===== src/rtl/bic_pkg.sv =====
package bic_pkg;
    localparam int BANK_W = 32;
    localparam int DATA_W = 32;

    typedef enum logic [1:0] {
        REG_EVENT  = 2'd0,
        REG_ENABLE = 2'd1,
        REG_ACK    = 2'd2,
        REG_LEVEL  = 2'd3
    } reg_sel_e;

    typedef enum logic {
        BUS_IDLE = 1'b0,
        BUS_RESP = 1'b1
    } bus_state_e;

    // Address bits [5:4] that select a bank: bank 0 at 0x20, bank 1 at 0x10.
    function automatic logic [1:0] bank_slot(input int b);
        return 2'(2 - b);
    endfunction
endpackage


===== src/rtl/bic_bank.sv =====
module bic_bank #(
    parameter int W = 32
) (
    input  logic         clk,
    input  logic         rst_n,
    input  logic [W-1:0] line_i,
    input  logic         en_we_i,
    input  logic         ack_we_i,
    input  logic [W-1:0] wdata_i,
    output logic [W-1:0] evt_o,
    output logic [W-1:0] en_o,
    output logic [W-1:0] lvl_o,
    output logic [W-1:0] req_o,
    output logic [W-1:0] pend_o
);
    logic [W-1:0] sync1_q, sync2_q, prev_q;
    logic [W-1:0] evt_q, en_q;
    logic [W-1:0] rise, set_vec, clr_vec;

    assign rise    = sync2_q & ~prev_q;
    assign set_vec = rise & en_q;
    assign clr_vec = ack_we_i ? wdata_i : '0;

    always_ff @(posedge clk or negedge rst_n) begin
        if (!rst_n) begin
            sync1_q <= '0;
            sync2_q <= '0;
            prev_q  <= '0;
        end else begin
            sync1_q <= line_i;
            sync2_q <= sync1_q;
            prev_q  <= sync2_q;
        end
    end

    always_ff @(posedge clk or negedge rst_n) begin
        if (!rst_n) begin
            evt_q <= '0;
            en_q  <= '0;
        end else begin
            evt_q <= (evt_q & ~clr_vec) | set_vec;
            if (en_we_i) en_q <= wdata_i;
        end
    end

    assign evt_o  = evt_q;
    assign en_o   = en_q;
    assign lvl_o  = sync2_q;
    assign req_o  = evt_q & en_q;
    assign pend_o = (evt_q | sync2_q) & en_q;

    // acknowledged bits without a coincident edge are clear next cycle
    p_ack_clears_r4: assert property (@(posedge clk) disable iff (!rst_n)
        ack_we_i |=> ((evt_q & $past(wdata_i) & ~$past(set_vec)) == '0));

    // a flag only appears after an enabled, synchronized high line
    p_evt_needs_edge_r3: assert property (@(posedge clk) disable iff (!rst_n)
        ((evt_q & ~$past(evt_q) & ~$past(sync2_q & en_q)) == '0));

    // an edge seen on an enabled bit is never lost
    p_edge_wins_r5: assert property (@(posedge clk) disable iff (!rst_n)
        (($past(rise & en_q) & ~evt_q) == '0));
endmodule


===== src/rtl/bic_prio.sv =====
module bic_prio #(
    parameter int N     = 64,
    parameter int IDX_W = $clog2(N)
) (
    input  logic [N-1:0]     pend_i,
    output logic             valid_o,
    output logic [IDX_W-1:0] idx_o
);
    // Ascending scan: the last hit is the highest number, so the upper bank wins.
    always_comb begin
        valid_o = 1'b0;
        idx_o   = '0;
        for (int i = 0; i < N; i++) begin
            if (pend_i[i]) begin
                valid_o = 1'b1;
                idx_o   = IDX_W'(i);
            end
        end
    end
endmodule


===== src/rtl/banked_irq_ctrl.sv =====
module banked_irq_ctrl
    import bic_pkg::*;
#(
    parameter  int NUM_BANKS = 2,
    parameter  int ADDR_W    = 6,
    localparam int SRC_N     = NUM_BANKS * BANK_W,
    localparam int IDX_W     = $clog2(SRC_N)
) (
    input  logic              clk,
    input  logic              rst_n,
    input  logic [SRC_N-1:0]  irq_lines_i,
    input  logic              bus_wr_i,
    input  logic              bus_rd_i,
    input  logic [ADDR_W-1:0] bus_addr_i,
    input  logic [DATA_W-1:0] bus_wdata_i,
    output logic [DATA_W-1:0] bus_rdata_o,
    output logic              bus_rvalid_o,
    output logic              irq_o,
    output logic              pend_valid_o,
    output logic [IDX_W-1:0]  pend_idx_o
);
    reg_sel_e             reg_sel;
    logic [NUM_BANKS-1:0] bank_hit;
    logic [BANK_W-1:0]    evt_w [NUM_BANKS];
    logic [BANK_W-1:0]    en_w  [NUM_BANKS];
    logic [BANK_W-1:0]    lvl_w [NUM_BANKS];
    logic [SRC_N-1:0]     req_all, pend_all, en_all;
    logic [DATA_W-1:0]    rd_mux, rdata_q;
    logic                 irq_q;
    bus_state_e           state_q, state_d;
    logic                 unused_addr_lo;

    assign unused_addr_lo = ^bus_addr_i[1:0];
    assign reg_sel        = reg_sel_e'(bus_addr_i[3:2]);

    for (genvar b = 0; b < NUM_BANKS; b++) begin : g_bank
        logic [BANK_W-1:0] req_b, pend_b;

        assign bank_hit[b] = (bus_addr_i[ADDR_W-1:ADDR_W-2] == bank_slot(b));

        bic_bank #(.W(BANK_W)) bank_i (
            .clk      (clk),
            .rst_n    (rst_n),
            .line_i   (irq_lines_i[b*BANK_W +: BANK_W]),
            .en_we_i  (bus_wr_i && bank_hit[b] && reg_sel == REG_ENABLE),
            .ack_we_i (bus_wr_i && bank_hit[b] && reg_sel == REG_ACK),
            .wdata_i  (bus_wdata_i[BANK_W-1:0]),
            .evt_o    (evt_w[b]),
            .en_o     (en_w[b]),
            .lvl_o    (lvl_w[b]),
            .req_o    (req_b),
            .pend_o   (pend_b)
        );

        assign req_all[b*BANK_W +: BANK_W]  = req_b;
        assign pend_all[b*BANK_W +: BANK_W] = pend_b;
        assign en_all[b*BANK_W +: BANK_W]   = en_w[b];
    end

    bic_prio #(.N(SRC_N), .IDX_W(IDX_W)) prio_i (
        .pend_i  (pend_all),
        .valid_o (pend_valid_o),
        .idx_o   (pend_idx_o)
    );

    always_comb begin
        rd_mux = '0;
        for (int b = 0; b < NUM_BANKS; b++) begin
            if (bank_hit[b]) begin
                unique case (reg_sel)
                    REG_EVENT:  rd_mux = DATA_W'(evt_w[b]);
                    REG_ENABLE: rd_mux = DATA_W'(en_w[b]);
                    REG_ACK:    rd_mux = '0;
                    REG_LEVEL:  rd_mux = DATA_W'(lvl_w[b]);
                endcase
            end
        end
    end

    // Bus sequencer: state register
    always_ff @(posedge clk or negedge rst_n) begin
        if (!rst_n) state_q <= BUS_IDLE;
        else        state_q <= state_d;
    end

    always_comb begin
        unique case (state_q)
            BUS_IDLE: state_d = bus_rd_i ? BUS_RESP : BUS_IDLE;
            BUS_RESP: state_d = bus_rd_i ? BUS_RESP : BUS_IDLE;
            default:  state_d = BUS_IDLE;
        endcase
    end

    // Outputs: read data capture and registered request
    always_ff @(posedge clk or negedge rst_n) begin
        if (!rst_n) begin
            rdata_q <= '0;
            irq_q   <= 1'b0;
        end else begin
            if (bus_rd_i) rdata_q <= rd_mux;
            irq_q <= |req_all;
        end
    end

    assign bus_rdata_o  = rdata_q;
    assign bus_rvalid_o = (state_q == BUS_RESP);
    assign irq_o        = irq_q;

    // a read strobe is answered in the next cycle
    p_rvalid_follows_rd_r1: assert property (@(posedge clk) disable iff (!rst_n)
        bus_rd_i |=> bus_rvalid_o);

    // with every enable clear, the request must be low next cycle
    p_irq_silent_r9: assert property (@(posedge clk) disable iff (!rst_n)
        (en_all == '0) |=> !irq_o);

    // the reported index points at a pending source
    p_idx_hit_r8: assert property (@(posedge clk) disable iff (!rst_n)
        pend_valid_o |-> pend_all[pend_idx_o]);

    // nothing pending reports index zero
    p_idx_zero_r8: assert property (@(posedge clk) disable iff (!rst_n)
        !pend_valid_o |-> (pend_idx_o == '0 && pend_all == '0));
endmodule


===== config.mk =====
export PLATFORM = sky130hd
export DESIGN_NAME = banked_irq_ctrl
export DESIGN_NICKNAME = d
export VERILOG_FILES = /design/src/rtl/bic_pkg.sv /design/src/rtl/bic_bank.sv /design/src/rtl/bic_prio.sv /design/src/rtl/banked_irq_ctrl.sv
export SDC_FILE = /design/constraint.sdc
export NUM_CORES = 1
export LEC_CHECK = 0
export ABC_CLOCK_PERIOD_IN_PS = 2000
export BUFFER_PORTS_ARGS = -buffer_cell sky130_fd_sc_hd__buf_2
export CELL_PAD_IN_SITES_DETAIL_PLACEMENT = 1
export CELL_PAD_IN_SITES_GLOBAL_PLACEMENT = 1
export CORE_MARGIN = 1.5
export CORE_UTILIZATION = 35
export DETAILED_ROUTE_END_ITERATION = 8
export GPL_TIMING_DRIVEN = 0
export PLACE_DENSITY_LB_ADDON = 0.1
export SLEW_MARGIN = 10
export SYNTH_ARGS = -nofsm -noshare
export SYNTH_HDL_FRONTEND = slang
export SYNTH_SLANG_ARGS = --single-unit

===== constraint.sdc =====
create_clock -name clk -period 2 [get_ports clk]
set_input_delay 0.1 -clock clk [delete_from_list [all_inputs] [get_ports clk]]
set_output_delay 0.1 -clock clk [all_outputs]
set_load 0.05 [all_outputs]

==> results.cfg <==
[outcome]
outcome = finished, violations left
violations = negative setup slack

[cts]
cts_buffer_depth = 3
clk_pin_slew_ns = 0.06
cts.sinks = 354
clkLatencyLatePin_ns = 0.56
cts-root-buf = clkbuf_16
h-tree-depth = 2
cts_tree = done
numCtsBuffers = 41

[yosys]
ys.flop_type = dfrtp_1
yosys-top-cells-area = dfrtp_1 63%, mux2_2 10%, nand2_1 6.0%
synthTopCellsByCount = 354 x dfrtp_1, 225 x nand2_1, 128 x mux2_2
syn_inst = 1175
synth_compound_gate_area_share_pct = 16.0
yosys.area_share.simple_pct = 9.19
synth_area_leader_cell = dfrtp_1
synth_fa_ha_area_share_pct = 0
synth-seq-cells = 354
syn-num-nets = 1281
synth_edf_count = 0
synth_top_family_by_area = compound AO/OA/AOI/OAI gates
yosysUniqueCellTypes = 48
synthMuxAreaShare_pct = 10.3
yosysMostFrequentCell = dfrtp_1
synth-async-reset-ratio_pct = 100
syn-mean-instance-area_sq_um = 12.0
yosys.area.top_type_share_pct = 63.0
ys_seq_area_share_pct = 63.0
synth_xor_area_share_pct = 0
yosys_warnings = 0
synth_area_sq_mm = 0.0141

[timing]
report.final.slew_viol_count = 0
hold_ws_ns = 0.105
worst_slack_ns = -0.855
min_period_ns = 2.86
hold_viol = 0
fin_setup_tns_ns = -4.38
clock.fmax_mhz = 350
rsz0062_at_grt = true
setup_viol = 7
finClkSkew_ns = 0.0127
worstMarginPinSlew_ns = 0.876
period_share_pct = 143
slew_headroom_pct = 41.6

[critical_path]
rr_worst_depth = 5
max_stage_delay_ns = 0.43
crit_required_ns = 1.90
rrSetupSlack_ns = 0.11
arrival_ns = 2.76
cp_cell_sequence = o21a_1, o211ai_1, a311o_1, a2111oi_2, o311a_1, a211oi_4, buf_6
cp-end-kind = output port
start_kind = register
slowest_stage = dfrtp_1
worstSetupPathType = reg -> out
cp_max_fo = 5

[placed_design]
place_ws_ns = -0.803
place.gp.congestion = 0.861
io_buffer_count = 143
dpl.hpwl_mm = 31.7

[global_route]
antenna_found_initial = 0
grt_pass1_vias = 11533
grt_first_pass_wirelength_mm = 70.9
track_usage_pct = 22.8
overflow = 0
grt_max_degree = 108

[drt]
drt_pass1_iterations = 8
first_iter_violations = 602
avgViaCountPerCell = 5.29
vias = 10740
finalWirelength_mm = 45.7
remaining_drc_errors = 0
postRouteAntennaNets = 0
wl_per_cell_um = 22.5

[power]
p_total_w = 0.0213
p_int_w = 0.0149
peakVddDrop_mv = 0.573
p_leak_nw = 7.86
p_comb_share_pct = 19.4
pwr-share-clk_pct = 39.0
p_per_area_mw_per_mm2 = 1150
p_switching_w = 0.00643
swShare_pct = 30.2
power_frac_seq_pct = 41.6

[die]
die_w_um = 203
start_util_pct = 35.4
pin_count = 147
dieArea_sq_mm = 0.0414
fp.dieH_um = 203
placementRows = 73
coreArea_sq_mm = 0.0396

[flow_run]
max-cap-violations = 0

[finish]
fin_nets = 1579
area_growth_pct = 31.4
drive_gt1_share_pct = 27.9
antenna_cells = 0

[min_path]
min_path_type = in -> async
-- per-stage QoR --
step	instances	area, sq um	util, %
after detailed placement	1846	15500	39.2
after global routing	2029	18500	46.6
after global placement	1843	15400	39.0
after floorplan	1175	14100	-
final	2029	18500	46.6
after CTS	2034	18400	46.4
-- placed cells by master, fill, tap and decap left out, types with 3 or more instances in the layout --
master and instances:
dfrtp_1 352, nand2_1 219, buf_2 145, mux2_2 128, o21ai_0 105, dlygate4sd3_1 98, a22oi_1 86, clkbuf_16 43
o21a_1 40, clkbuf_1 34, o221ai_1 32, nand4_1 27, o21ai_1 17, nor2_1 9, buf_1 9, buf_4 9
bufinv_16 8, nand2b_1 7, a21oi_1 7, clkbuf_8 7, buf_6 7, nand2_2 6, o21ai_2 6, o21ai_4 5
nand3_1 5, a31oi_1 5, clkinv_2 5, inv_1 4, nor2_4 4, nor2_2 4, nor4_4 3, a22oi_2 3
o211ai_1 3, clkinvlp_4 3, buf_8 3, buf_16 3
-- power by group through the flow --
stage	clock (W)	combinational, W	sequential (W)
floorplan	0	0.00207	0.00889
global placement	0	0.00351	0.00891
detailed placement	0	0.00359	0.00893
CTS	0.00849	0.00410	0.00885
global route	0.00877	0.00450	0.00902
finish	0.00830	0.00413	0.00887
-- cell type report --
type	instances	area (sq um)
Buffer	47	189
Fill cell	4205	21200
Tap cell	525	657
Multi-Input combinational cell	769	5300
Clock inverter	18	305
Sequential cell	354	8860
Timing Repair Buffer	255	1930
Inverter	5	21.3
Clock buffer	56	1190
-- cell families (layout without fill, tap and decap cells) --
kind of cell,after synthesis,after routing
simple gates,304,304
buf+inv,52,381
flops,354,354
mux,128,128
compound gates,337,337
-- registers in the layout, summed over array words and instances, names as in the netlist --
signal and cells:
g_bank.bank_i.en_o 64, bus_rdata_o 32, g_bank.bank_i.sync1_q 64, g_bank.bank_i.prev_q 64
g_bank.bank_i.lvl_o 64, bus_rvalid_o 1, g_bank.bank_i.evt_o 64, irq_o 1
-- worst paths after layout --
path                                                        startpoint                                   end
worst min register to register  g_bank[0].bank_i.sync1_q[11]$_DFF_PN0_  g_bank[0].bank_i.lvl_o[11]$_DFF_PN0_
worst max register to register   g_bank[0].bank_i.en_o[29]$_DFFE_PN0P_                       irq_o$_DFF_PN0_
max in group asynchronous                                        rst_n  g_bank[1].bank_i.lvl_o[15]$_DFF_PN0_
worst max-delay path               g_bank[0].bank_i.evt_o[2]$_DFF_PN0_                         pend_idx_o[0]
worst min-delay path                                             rst_n                bus_rvalid_o$_DFF_PN0_
min in group clk                                              bus_wr_i  g_bank[1].bank_i.evt_o[31]$_DFF_PN0_
-- timing repair --
action                                  CTS  global route
endpoints found under the setup margin    7             8
resized for setup                        76            30
buffers inserted                         16             2
pin swaps                                25            18
hold buffers                             98             0
endpoints found under the hold margin   266             0
-- layer usage --
| layer | routed length [um] | global-route usage, % | vias to the layer above |
|---|---|---|---|
| met5 | 0 | 0 | - |
| met4 | 996 | 6.64 | 0 |
| met3 | 2370 | 4.14 | 70 |
| met2 | 21800 | 36.8 | 254 |
| met1 | 20600 | 31.4 | 5503 |
| li1 | - | - | 4913 |
-- worst max-delay path, delay by kind of cell (launching register included) --
kind,cells,cell delay [ns]
DFF,1,0.43
AOI/OAI and AO/OA,6,1.56
buffers and inverters,1,0.21
(Power assumes the default switching activity.)
